[src/rtl/ccalu_pkg.sv]
package ccalu_pkg;
  localparam logic [1:0] GRP_PAIR   = 2'd0;
  localparam logic [1:0] GRP_SINGLE = 2'd1;
  localparam logic [1:0] GRP_SHBIT  = 2'd2;
  localparam logic [1:0] GRP_ADDI   = 2'd3;

  localparam logic [2:0] P_COPYB = 3'd0;
  localparam logic [2:0] P_COPYA = 3'd1;
  localparam logic [2:0] P_ADD   = 3'd2;
  localparam logic [2:0] P_SUB   = 3'd3;
  localparam logic [2:0] P_ADDPC = 3'd4;
  localparam logic [2:0] P_AND   = 3'd5;
  localparam logic [2:0] P_OR    = 3'd6;
  localparam logic [2:0] P_XOR   = 3'd7;

  localparam logic [1:0] S_INC = 2'd0;
  localparam logic [1:0] S_DEC = 2'd1;
  localparam logic [1:0] S_NEG = 2'd2;
  localparam logic [1:0] S_NOT = 2'd3;

  localparam logic [3:0] I_LSL = 4'd0;
  localparam logic [3:0] I_LSR = 4'd1;
  localparam logic [3:0] I_ASR = 4'd2;
  localparam logic [3:0] I_ROL = 4'd3;
  localparam logic [3:0] I_CLR = 4'd4;
  localparam logic [3:0] I_SET = 4'd5;
  localparam logic [3:0] I_TOG = 4'd6;
  localparam logic [3:0] I_EXT = 4'd7;
endpackage

[src/rtl/ccalu_addsrc.sv]
module ccalu_addsrc
  import ccalu_pkg::*;
#(
  parameter int DATA_W = 16,
  parameter int IMM_W  = 8
) (
  input  logic [1:0]        grp,
  input  logic [2:0]        op,
  input  logic [DATA_W-1:0] a,
  input  logic [DATA_W-1:0] b,
  input  logic [DATA_W-1:0] pc,
  input  logic [IMM_W-1:0]  imm,
  output logic [DATA_W-1:0] x,
  output logic [DATA_W-1:0] y,
  output logic              cin
);
  localparam int EXT_W = DATA_W - IMM_W;

  logic [DATA_W-1:0] imm_sx;
  assign imm_sx = {{EXT_W{imm[IMM_W-1]}}, imm};

  // Operand steering for the single shared adder.
  always_comb begin
    x   = a;
    y   = b;
    cin = 1'b0;
    unique case (grp)
      GRP_PAIR: begin
        if (op == P_SUB) begin
          y   = ~b;
          cin = 1'b1;
        end else if (op == P_ADDPC) begin
          x = pc;
        end
      end
      GRP_SINGLE: begin
        unique case (op[1:0])
          S_INC: begin y = '0; cin = 1'b1; end
          S_DEC: begin y = '1; end
          S_NEG: begin x = '0; y = ~a; cin = 1'b1; end
          default: begin y = '0; end
        endcase
      end
      GRP_ADDI: y = imm_sx;
      default: y = '0;
    endcase
  end
endmodule

[src/rtl/ccalu_adder.sv]
module ccalu_adder #(
  parameter int DATA_W = 16
) (
  input  logic [DATA_W-1:0] x,
  input  logic [DATA_W-1:0] y,
  input  logic              cin,
  output logic [DATA_W-1:0] sum,
  output logic              cout
);
  logic [DATA_W:0] wide;
  assign wide = {1'b0, x} + {1'b0, y} + {{DATA_W{1'b0}}, cin};
  assign sum  = wide[DATA_W-1:0];
  assign cout = wide[DATA_W];
endmodule

[src/rtl/ccalu_shbit.sv]
module ccalu_shbit
  import ccalu_pkg::*;
#(
  parameter int DATA_W = 16,
  parameter int AMT_W  = $clog2(DATA_W)
) (
  input  logic [DATA_W-1:0] a,
  input  logic [3:0]        fn,
  input  logic [AMT_W-1:0]  amt,
  output logic [DATA_W-1:0] y
);
  logic [DATA_W-1:0] st_l [0:AMT_W];
  logic [DATA_W-1:0] st_r [0:AMT_W];
  logic [DATA_W-1:0] st_s [0:AMT_W];
  logic [DATA_W-1:0] st_o [0:AMT_W];

  assign st_l[0] = a;
  assign st_r[0] = a;
  assign st_s[0] = a;
  assign st_o[0] = a;

  // Logarithmic barrel: stage s moves by 2^s when amt[s] is set.
  for (genvar s = 0; s < AMT_W; s++) begin : g_stage
    localparam int SH = 1 << s;
    assign st_l[s+1] = amt[s] ? {st_l[s][DATA_W-1-SH:0], {SH{1'b0}}} : st_l[s];
    assign st_r[s+1] = amt[s] ? {{SH{1'b0}}, st_r[s][DATA_W-1:SH]} : st_r[s];
    assign st_s[s+1] = amt[s] ? {{SH{st_s[s][DATA_W-1]}}, st_s[s][DATA_W-1:SH]} : st_s[s];
    assign st_o[s+1] = amt[s] ? {st_o[s][DATA_W-1-SH:0], st_o[s][DATA_W-1 -: SH]} : st_o[s];
  end

  logic [DATA_W-1:0] onehot;
  for (genvar i = 0; i < DATA_W; i++) begin : g_mask
    assign onehot[i] = (amt == AMT_W'(i));
  end

  always_comb begin
    unique case (fn)
      I_LSL:   y = st_l[AMT_W];
      I_LSR:   y = st_r[AMT_W];
      I_ASR:   y = st_s[AMT_W];
      I_ROL:   y = st_o[AMT_W];
      I_CLR:   y = a & ~onehot;
      I_SET:   y = a | onehot;
      I_TOG:   y = a ^ onehot;
      I_EXT:   y = {{(DATA_W-1){1'b0}}, |(a & onehot)};
      default: y = a;
    endcase
  end
endmodule

[src/rtl/ccalu_core.sv]
module ccalu_core
  import ccalu_pkg::*;
#(
  parameter int DATA_W = 16,
  parameter int IMM_W  = 8
) (
  input  logic              clk,
  input  logic              rst,
  input  logic [1:0]        grp_sel,
  input  logic [2:0]        op_sel,
  input  logic [DATA_W-1:0] src_a,
  input  logic [DATA_W-1:0] src_b,
  input  logic [DATA_W-1:0] pc_in,
  input  logic [IMM_W-1:0]  imm,
  output logic [DATA_W-1:0] result,
  output logic              carry
);
  localparam int AMT_W = $clog2(DATA_W);

  logic [DATA_W-1:0] add_x, add_y, add_sum, sh_y;
  logic              add_cin, add_cout;

  ccalu_addsrc #(.DATA_W(DATA_W), .IMM_W(IMM_W)) u_src (
    .grp(grp_sel), .op(op_sel), .a(src_a), .b(src_b), .pc(pc_in), .imm(imm),
    .x(add_x), .y(add_y), .cin(add_cin)
  );

  ccalu_adder #(.DATA_W(DATA_W)) u_add (
    .x(add_x), .y(add_y), .cin(add_cin), .sum(add_sum), .cout(add_cout)
  );

  ccalu_shbit #(.DATA_W(DATA_W), .AMT_W(AMT_W)) u_shb (
    .a(src_a), .fn(imm[AMT_W +: 4]), .amt(imm[AMT_W-1:0]), .y(sh_y)
  );

  logic [DATA_W-1:0] res_d;
  logic              cy_d;

  always_comb begin
    res_d = add_sum;
    cy_d  = add_cout;
    unique case (grp_sel)
      GRP_PAIR: begin
        unique case (op_sel)
          P_COPYB: begin res_d = src_b;         cy_d = 1'b0; end
          P_COPYA: begin res_d = src_a;         cy_d = 1'b0; end
          P_AND:   begin res_d = src_a & src_b; cy_d = 1'b0; end
          P_OR:    begin res_d = src_a | src_b; cy_d = 1'b0; end
          P_XOR:   begin res_d = src_a ^ src_b; cy_d = 1'b0; end
          default: ;
        endcase
      end
      GRP_SINGLE: begin
        if (op_sel[1:0] == S_NOT) begin
          res_d = ~src_a;
          cy_d  = 1'b0;
        end
      end
      GRP_SHBIT: begin res_d = sh_y; cy_d = 1'b0; end
      default: ;
    endcase
  end

  always_ff @(posedge clk) begin
    if (rst) begin
      result <= '0;
      carry  <= 1'b0;
    end else begin
      result <= res_d;
      carry  <= cy_d;
    end
  end

  // cleared after a reset cycle
  a_r1_reset_clears: assert property (@(posedge clk)
    $past(rst) |-> (result == '0 && carry == 1'b0));

  // carry means no borrow on subtract
  a_r3_sub_noborrow: assert property (@(posedge clk) disable iff (rst)
    (!$past(rst) && $past(grp_sel) == GRP_PAIR && $past(op_sel) == P_SUB)
      |-> (carry == ($past(src_a) >= $past(src_b))));

  // negate sums with its operand to zero
  a_r5_neg_sums_zero: assert property (@(posedge clk) disable iff (rst)
    (!$past(rst) && $past(grp_sel) == GRP_SINGLE && $past(op_sel[1:0]) == S_NEG)
      |-> (DATA_W'(result + $past(src_a)) == '0));

  // extract leaves only bit 0 live
  a_r7_ext_narrow: assert property (@(posedge clk) disable iff (rst)
    (!$past(rst) && $past(grp_sel) == GRP_SHBIT && $past(imm[AMT_W +: 4]) == I_EXT)
      |-> (result[DATA_W-1:1] == '0 && carry == 1'b0));

  // toggle flips exactly one bit
  a_r7_tog_one_bit: assert property (@(posedge clk) disable iff (rst)
    (!$past(rst) && $past(grp_sel) == GRP_SHBIT && $past(imm[AMT_W +: 4]) == I_TOG)
      |-> ($countones(result ^ $past(src_a)) == 1));

  // spare immediate codes pass a through
  a_r8_spare_pass: assert property (@(posedge clk) disable iff (rst)
    (!$past(rst) && $past(grp_sel) == GRP_SHBIT && $past(imm[AMT_W+3]))
      |-> (result == $past(src_a) && carry == 1'b0));
endmodule

[config.mk]
export PLATFORM = sky130hd
export DESIGN_NAME = ccalu_core
export DESIGN_NICKNAME = d
export VERILOG_FILES = /design/src/rtl/ccalu_pkg.sv /design/src/rtl/ccalu_addsrc.sv /design/src/rtl/ccalu_adder.sv /design/src/rtl/ccalu_shbit.sv /design/src/rtl/ccalu_core.sv
export SDC_FILE = /design/constraint.sdc
export NUM_CORES = 1
export LEC_CHECK = 0
export ABC_AREA = 1
export BUFFER_PORTS_ARGS = -buffer_cell sky130_fd_sc_hd__buf_4
export CORE_UTILIZATION = 64
export CTS_CLUSTER_SIZE = 16
export DETAILED_ROUTE_END_ITERATION = 16
export PLACE_DENSITY = 0.9
export SYNTH_ARGS = -nofsm -noshare
export SYNTH_HDL_FRONTEND = slang
export SYNTH_SLANG_ARGS = --single-unit
[constraint.sdc]
create_clock -name clk -period 10.6 [get_ports clk]
set_clock_uncertainty 0.15 [all_clocks]
set_input_delay 0.53 -clock clk [delete_from_list [all_inputs] [get_ports clk]]
set_output_delay 0.53 -clock clk [all_outputs]
set_load 0.02 [all_outputs]
==> results of run 1 <==
[Yosys cell counts (all sizes together)]
library cell,n
nor4,5
o221ai,2
nor2,92
inv,150
a21oi,87
or2,7
a31oi,5
clkbuf,13
a22oi,8
and2,2
nor3,7
nand2,314
o21ai,106
o21a,5
buf,32
xnor2,1
nand3b,4
o2111ai,7
o211a,1
o211ai,9
nand4,12
o22ai,27
o2bb2ai,1
xor2,18
fa,2
a211oi,6
dfxtp,17
ha,99
a221oi,7
nand3,116
clkinv,2
[cell families (layout without fill, tap and decap cells)]
family	count (synthesis)	count (layout)	share of synthesized area, %
and+or+nand+nor	559	559	37.2
AOI/OAI and AO/OA	271	271	23.4
buffers and inverters	197	236	12.3
adders and majority gates	101	101	19.5
xor gates and xnor gates	19	19	2.53
DFF	17	17	5.18
[area by class of cell]
cell class	instances	area, sq um
Tap cell	133	166
Sequential cell	17	340
Timing Repair Buffer	80	601
Inverter	152	571
Clock buffer	3	41.3
Clock inverter	1	7.51
Fill cell	884	2720
Multi-Input combinational cell	950	5420
[worst min-delay path, cell delays in order]
cell and delay, ns:
buf_4 0.08, inv_1 0.22, nand2_1 0.15, inv_1 0.03
[path summary, 6_finish.rpt]
path,cells after the start,startpoint,endpoint
setup / recovery,22,grp_sel[0],result[12]
hold / removal,4,rst,result[8]
[metal layers]
layer	wire [um]	share of wire, %	vias up
met4	1670	6.3	2
li1	-	-	3980
met1	9910	38	3717
met2	10000	38	785
met5	13	0.049	-
met3	4800	18	179
[power groups by stage]
stage	Sequential [mW]	Clock, mW	Combinational (mW)
floorplan	0.0855	0	0.205
global placement	0.0755	0	0.318
detailed placement	0.0757	0	0.322
CTS	0.0743	0.0492	0.324
global route	0.0753	0.0530	0.368
finish	0.0742	0.0492	0.342
[stage by stage]
stage	hold WS, ns	instances	area [sq um]	total power, mW	worst slack [ns]
floorplan	0.604	1164	6570	0.290	6.89
global placement	0.792	1332	7100	0.394	5.99
detailed placement	0.790	1332	7100	0.398	5.80
CTS	0.611	1336	7150	0.447	6.05
global route	0.664	1336	7150	0.496	5.63
finish	0.631	1336	7150	0.466	5.88
[state kept, by name, indices dropped and copies added, names as in the netlist]
signal  flops
result     16
carry       1
[layout by cell type (no fill, tap or decap), types with 3 or more instances in the layout]
| cell type | Yosys | layout |
|---|---|---|
| a221oi_1 | 7 | 7 |
| nand3_1 | 115 | 115 |
| o21a_1 | 5 | 5 |
| or2_1 | 5 | 5 |
| a21oi_1 | 87 | 87 |
| a31oi_1 | 5 | 5 |
| a22oi_1 | 8 | 8 |
| clkbuf_8 | 0 | 3 |
| o21ai_0 | 89 | 89 |
| inv_1 | 137 | 137 |
| o21ai_1 | 17 | 17 |
| buf_4 | 6 | 80 |
| o211ai_1 | 9 | 9 |
| nand2_1 | 305 | 305 |
| nor2_4 | 5 | 5 |
| a211oi_1 | 6 | 6 |
| nor2_1 | 81 | 81 |
| inv_2 | 13 | 13 |
| nor3_1 | 6 | 6 |
| xor2_1 | 18 | 18 |
| o22ai_1 | 27 | 27 |
| dfxtp_1 | 17 | 17 |
| ha_1 | 99 | 99 |
| nand3b_1 | 4 | 4 |
| nand2_2 | 7 | 7 |
| nor2_2 | 5 | 5 |
| nor4_1 | 5 | 5 |
| nand4_1 | 12 | 12 |
| o2111ai_1 | 7 | 7 |
==> results_dict.tcl, run 1 <==
set metrics [dict create \
    syn_avg_cell_area_sq_um 5.64 \
    hpwl_mm 20.3 \
    grt_antenna_before_repair 1 \
    rows 36 \
    drtAntennaViolNets 0 \
    ys_ff_latch 17 \
    p_per_area_mw_per_mm2 65.1 \
    cts.sinks 17 \
    firstDrtPassIters 7 \
    vias_per_cell 6.48 \
    area_growth_pct 8.84 \
    ir_drop_uv 59.4 \
    yosys.cell_types.count 44 \
    endpoint_kind "register" \
    relSlewSlack_pct 23.1 \
    slew_violations 0 \
    core-area_sq_mm 0.00986 \
    post-route-drc-count 0 \
    grt_pass1_vias 7383 \
    synth_area_leader_cell "ha_1" \
    ys_warn_count 0 \
    cts_max_level 1 \
    crit_type "primary input to register" \
    wl_per_cell_um 19.8 \
    hold_buffers 0 \
    initial_core_util_pct 66.6 \
    yosysTopAreaCellShare_pct 18.9 \
    cpLargestDelayFamily "simple AND/OR/NAND/NOR gates" \
    layout-drive-gt1-share_pct 10.1 \
    final-hold-violation-count 0 \
    rsz0062_at_grt "false" \
    grtUsageTotal_pct 49.1 \
    setup_viol 0 \
    place.gp.congestion 1.13 \
    syn_inst 1164 \
    clk_pin_slew_worst_paths_ns 0.07 \
    max_stage_delay_ns 0.86 \
    final_core_util_pct 72.5 \
    io_pins 80 \
    cpMaxStageDelayCell "o21ai_1" \
    die_h_um 103 \
    min_path_type "primary input to register" \
    post_cts_buffers 0 \
    tns_ns 0 \
    p_leak_nw 3.77 \
    cap_viol_max_count 0 \
    die_w_um 103 \
    vias 8663 \
    synth_area_leaders "ha_1, nand2_1, nand3_1" \
    grt_max_degree 41 \
    combPwrFrac_pct 73.5 \
    path_cells "buf_4, nor2_2, nand3_1, o21ai_1, o22ai_1, fa_1, inv_1, fa_1, inv_1, nand3_1, nand2_1, nand2_1, nand2_1, nand2_1, nand2_1, nand2_1, nand2_1, or2_2, nand3_1, nand3_1, nand2_1, inv_1" \
    dieArea_sq_mm 0.0107 \
    required_ns 10.60 \
    overflow 0 \
    syn_nets 1328 \
    syn_area_sq_mm 0.00657 \
    cp_common_cell "nand2_1" \
    diodes 0 \
    p_switching_uw 256 \
    swShare_pct 55.0 \
    wirelength_mm 26.4 \
    ys_seq_area_share_pct 5.18 \
    clockBufferDepth 2 \
    gr-usage-met3_pct 18.5 \
    cts_tree "built" \
    grt_pass1_wl_mm 39.1 \
    grt_util_met1_pct 65.3 \
    critPathBufInv 4 \
    worst-path-max-fanout 17 \
    tightest_slew_ns 1.15 \
    fin_crit_sh_pct 44.5 \
    fmax_mhz 212 \
    post-route-min-period_ns 4.72 \
    crit_arrival_ns 4.72 \
    power_frac_seq_pct 15.9 \
    cts_made_buffers 3 \
    drt_iter0_markers 1578 \
    grt.busiest_layer "met2" \
    clockRootBuffer "clkbuf_8" \
    grt_use_met2_pct 69.4 \
    cp-start-kind "primary input" \
    layout.nets 1368 \
    cts.repair.resized 0 \
    status "finished, final reports clean" \
    clkPwrFrac_pct 10.6 \
    p_int_uw 209 \
    port_buffers 79 \
]
(Power assumes the default switching activity.)
==> run 2, diff against run 1 <==
CORE_UTILIZATION = 62   (was 64)
PLACE_DENSITY = 0.87   (was 0.9)
clock period = 4.5 ns   (was 10.6 ns; I/O delays follow)
==> results_dict.tcl, run 2 (synthesis gave the netlist of run 1 again) <==
set metrics [dict create \
    place.gp.congestion 1.09 \
    wl_per_cell_um 20.4 \
    clkPwrFrac_pct 10.5 \
    io_pins 80 \
    grt_max_degree 41 \
    post-route-drc-count 0 \
    mostFrequentLayoutCells "nand2_1, inv_1, nand3_1, ha_1, o21ai_0" \
    final_common_cell "nand2_1" \
    diodes 0 \
    port_buffers 79 \
    path_cells "buf_4, ha_1, inv_1, nor2_2, inv_1, o21ai_0, fa_1, inv_1, fa_1, inv_1, nand3_1, nand2_1, nand2_1, nand2_1, nand3_1, nand2_1, nand2_1, nand2_1, nand2_1, nand4_1, nand2_1, inv_1" \
    wirelength_mm 27.5 \
    ir_drop_uv 167 \
    tightest_slew_ns 0.676 \
    layout.nets 1375 \
    grt_antenna_before_repair 0 \
    post-route-min-period_ns 3.65 \
    setup_viol 0 \
    p_per_area_mw_per_mm2 154 \
    regMostFlops "result" \
    status "finished, final reports clean" \
    clockBufferDepth 2 \
    clockRootBuffer "clkbuf_8" \
    endpoint_kind "register" \
    combPwrFrac_pct 73.7 \
    area_growth_pct 9.70 \
    cp_common_cell "nand2_1" \
    dp_worst_setup_slack_ns 0.730 \
    required_ns 4.55 \
    final-hold-violation-count 0 \
    setup_ws_ns 0.846 \
    cts.repair.resized 0 \
    cts_made_buffers 3 \
    tns_ns 0 \
    area.sequential_sq_um 340 \
    cap_viol_max_count 0 \
    cpMaxStageDelayCell "fa_1" \
    cts.sinks 17 \
    rows 37 \
    dp_cells 1342 \
    cts_tree "built" \
    hold_start "rst" \
    die_w_um 105 \
    dieArea_sq_mm 0.0110 \
    worst-path-max-fanout 11 \
    hpwl_mm 21.0 \
    crit_arrival_ns 3.71 \
    layout-drive-gt1-share_pct 10.6 \
    power_frac_seq_pct 15.8 \
    stdcell_count 1346 \
    clk_pin_slew_worst_paths_ns 0.07 \
    grtUsageTotal_pct 49.1 \
    crit_type "primary input to register" \
    slew_violations 0 \
    vias_per_cell 6.46 \
    cts_max_level 1 \
    grt_pass1_wl_mm 42.0 \
    multi_input_area_sq_mm 0.00542 \
    relSlewSlack_pct 54.6 \
    min_path_type "primary input to register" \
    swShare_pct 55.1 \
    largest_register_ffs 16 \
    final_core_util_pct 70.1 \
    overflow 0 \
    holdWs_ns 0.324 \
    hold_buffers 0 \
    drt_iter0_markers 1456 \
    cpLargestDelayFamily "simple AND/OR/NAND/NOR gates" \
    rsz0062_at_grt "false" \
    p_switching_uw 609 \
    initial_core_util_pct 63.9 \
    post_cts_buffers 0 \
    fin_crit_sh_pct 81.2 \
    max_stage_delay_ns 0.47 \
    vias 8698 \
    cp-start-kind "primary input" \
    p_leak_nw 3.80 \
    p_int_uw 497 \
    core-area_sq_mm 0.0103 \
    firstDrtPassIters 9 \
    critPathBufInv 6 \
    crit_start "op_sel[1]" \
    drtAntennaViolNets 0 \
    fill_cells 964 \
    grt_pass1_vias 7676 \
    die_h_um 105 \
    fmax_mhz 274 \
    reg_top3 "result (16), carry (1)" \
]
run 2: cell count changes in the layout (fill, tap and decap cells not counted), sizes merged:
cell / change
buf: +7
run 2: layer usage:
metal	GRT usage [%]	routed length [um]	part of all wire [%]
met3	15.0	4870	18
met1	67.0	10400	38
met5	0	0	0
met2	70.3	10700	39
met4	21.8	1530	5.5
run 2: cell type report:
| type | instances | share of cell area, % |
|---|---|---|
| Multi-Input combinational cell | 950 | 75.3 |
| Sequential cell | 17 | 4.72 |
| Timing Repair Buffer | 87 | 9.07 |
| Inverter | 152 | 7.92 |
| Clock buffer | 3 | 0.573 |
| Tap cell | 136 | 2.36 |
| Clock inverter | 1 | 0.104 |
run 2: tightest hold or removal path: cells and delay by family:
kind	cells	cell delay (ns)
buffers and inverters	3	0.33
and+or+nand+nor	1	0.14
run 2: power groups by stage:
stage / Clock (mW) / Sequential (mW) / Combinational (mW)
5_1_grt: 0.121 / 0.175 / 0.874
6_report: 0.117 / 0.174 / 0.816
3_3_place_gp: 0 / 0.178 / 0.760
3_5_place_dp: 0 / 0.178 / 0.769
4_1_cts: 0.117 / 0.174 / 0.773
2_1_floorplan: 0 / 0.201 / 0.483
run 2: stage by stage:
step	instance area [sq um]	power, mW
global placement	7160	0.937
detailed placement	7160	0.946
floorplan	6570	0.684
CTS	7200	1.06
global route	7200	1.17
finish	7200	1.11
run 2: worst paths after layout:
check,end,slack (ns),cells past startpoint
max,result[14],0.85,22
min,result[8],0.32,4
==> run 3, diff against run 2 <==
ABC_AREA = 0   (was 1)
clock period = 3.54 ns   (was 4.5 ns; I/O delays follow)
==> results_dict.tcl, run 3 <==
set metrics [dict create \
    status "finished, final reports clean" \
    port_buffers 79 \
    reg_top3 "result (16), carry (1)" \
    tightest_slew_ns 0.830 \
    relSlewSlack_pct 44.5 \
    yosysTopAreaCellShare_pct 17.8 \
    dieArea_sq_mm 0.0116 \
    holdWs_ns 0.153 \
    p_switching_uw 769 \
    critPathBufInv 4 \
    grt_antenna_before_repair 0 \
    worst-path-max-fanout 3 \
    cts_max_level 1 \
    endpoint_kind "register" \
    io_pins 80 \
    diodes 0 \
    cts_tree "built" \
    syn_inst 943 \
    fmax_mhz 302 \
    synth_area_leaders "ha_1, mux4_2, nand2_1" \
    ir_drop_uv 312 \
    power_mw 1.54 \
    firstDrtPassIters 7 \
    drtAntennaViolNets 0 \
    path_cells "buf_4, buf_4, inv_1, ha_1, and3_1, a21oi_1, a22o_1, fa_1, inv_1, fa_1, nor2b_1, o31a_1, a2111oi_2, o21ai_1, a2111o_1, o211ai_1" \
    clockRootBuffer "clkbuf_8" \
    crit_type "primary input to register" \
    rsz0062_at_grt "false" \
    post-route-drc-count 0 \
    clk_pin_slew_worst_paths_ns 0.06 \
    synthFlopType "dfxtp_1" \
    core-area_sq_mm 0.0109 \
    wirelength_mm 27.8 \
    p_int_uw 773 \
    required_ns 3.57 \
    final_common_cell "buf_4" \
    layout.nets 1172 \
    cpLargestDelayFamily "compound AO/OA/AOI/OAI gates" \
    setup_viol 0 \
    mostFrequentLayoutCells "buf_4, ha_1, nand2_1, o21ai_0, inv_1" \
    place.gp.congestion 1.04 \
    hpwl_mm 20.8 \
    grt_pass1_vias 7422 \
    synth-async-reset-ratio_pct 0 \
    combPwrFrac_pct 76.2 \
    cap_viol_max_count 0 \
    drt_iter0_markers 1384 \
    max_stage_delay_ns 0.45 \
    fin_crit_sh_pct 93.5 \
    dp_worst_setup_slack_ns -0.0760 \
    crit_arrival_ns 3.34 \
    vias 8337 \
    synth_edf_count 0 \
    post-route-min-period_ns 3.31 \
    syn_area_sq_mm 0.00696 \
    rows 38 \
    ys_ff_latch 17 \
    p_leak_nw 3.64 \
    synth_common_cells "ha_1, nand2_1, o21ai_0" \
    overflow 0 \
    layout-drive-gt1-share_pct 19.4 \
    min_path_type "primary input to register" \
    grtUsageTotal_pct 48.1 \
    syn_avg_cell_area_sq_um 7.38 \
    grt_max_degree 48 \
    clockBufferDepth 2 \
    tns_ns 0 \
    die_w_um 108 \
    die_h_um 108 \
    ys_seq_area_share_pct 4.89 \
    yosys.cell_types.count 76 \
    cp-start-kind "primary input" \
    yosysMostFrequentCell "ha_1" \
    post_cts_buffers 0 \
    wl_per_cell_um 24.2 \
    swShare_pct 49.9 \
    initial_core_util_pct 63.9 \
    grt_pass1_wl_mm 42.2 \
    setup_ws_ns 0.229 \
    power_frac_seq_pct 14.7 \
    synth_area_leader_cell "ha_1" \
    cts_made_buffers 3 \
    clkPwrFrac_pct 9.1 \
    area_growth_pct 13.3 \
    syn_nets 1107 \
    cts.sinks 17 \
    final-hold-violation-count 0 \
    ys_warn_count 0 \
    regMostFlops "result" \
    largest_register_ffs 16 \
    p_per_area_mw_per_mm2 196 \
    vias_per_cell 7.27 \
    cpMaxStageDelayCell "a2111o_1" \
    slew_violations 0 \
]
==> run 3: cell count changes in the layout (fill, tap and decap cells not counted), sizes merged, moves of 27 or more <==
cell	delta
a21oi	-27
buf	+58
inv	-83
mux4	+31
nand2	-219
nand3	-99
nor2	-39
o21ai	-30
==> run 3: timing repair <==
action / CTS / global route
hold buffers: 0 / 0
gates resized for setup: 0 / 1
endpoints found under the setup margin: 0 / 3
==> run 3: path summary, 6_finish.rpt <==
path	startpoint	endpoint	slack, ns	cells after the start
max	op_sel[0]	result[14]	0.23	16
min	rst	result[6]	0.15	2
==> run 3: cell type report <==
cell class	count	area, sq um
well taps	140	175
clock inverters	1	5.00
flip-flops and latches	17	340
clock buffers	3	41.3
repair buffers	145	1090
inverters	70	263
multi-input cells	771	5970
fillers	912	3000
==> run 3: stage by stage <==
stage          utilization [%]  std cells  instance area [sq um]
2_1_floorplan                -        943                   6960
3_3_place_gp              71.9       1143                   7830
3_5_place_dp              71.9       1143                   7830
4_1_cts                   72.4       1147                   7880
5_1_grt                   72.4       1147                   7880
6_report                  72.4       1147                   7880
==> run 3: metal layers <==
layer  part of all wire, %  track usage [%]  vias to the layer above
met3                    17             17.2                      183
li1                      -                -                     3656
met5                     0                0                        -
met4                   7.0             25.1                        0
met2                    39             69.1                      762
met1                    36             62.8                     3736
==> run 3: power by group through the flow <==
stage	registers, mW	logic [mW]	clock network, mW
CTS	0.227	1.12	0.144
global placement	0.230	1.10	0
floorplan	0.265	0.682	0
finish	0.227	1.18	0.141
detailed placement	0.231	1.12	0
global route	0.229	1.24	0.155
==> run 3: cell families (layout without fill, tap and decap cells) <==
kind of cell / after synthesis / count (layout) / synth area share [%]
AOI/OAI and AO/OA: 316 / 316 / 31.2
xor gates and xnor gates: 22 / 22 / 2.77
adders and majority gates: 101 / 101 / 18.4
buffers and inverters: 155 / 219 / 9.39
DFF: 17 / 17 / 4.89
muxes: 55 / 55 / 14.0
and+or+nand+nor: 277 / 277 / 19.4
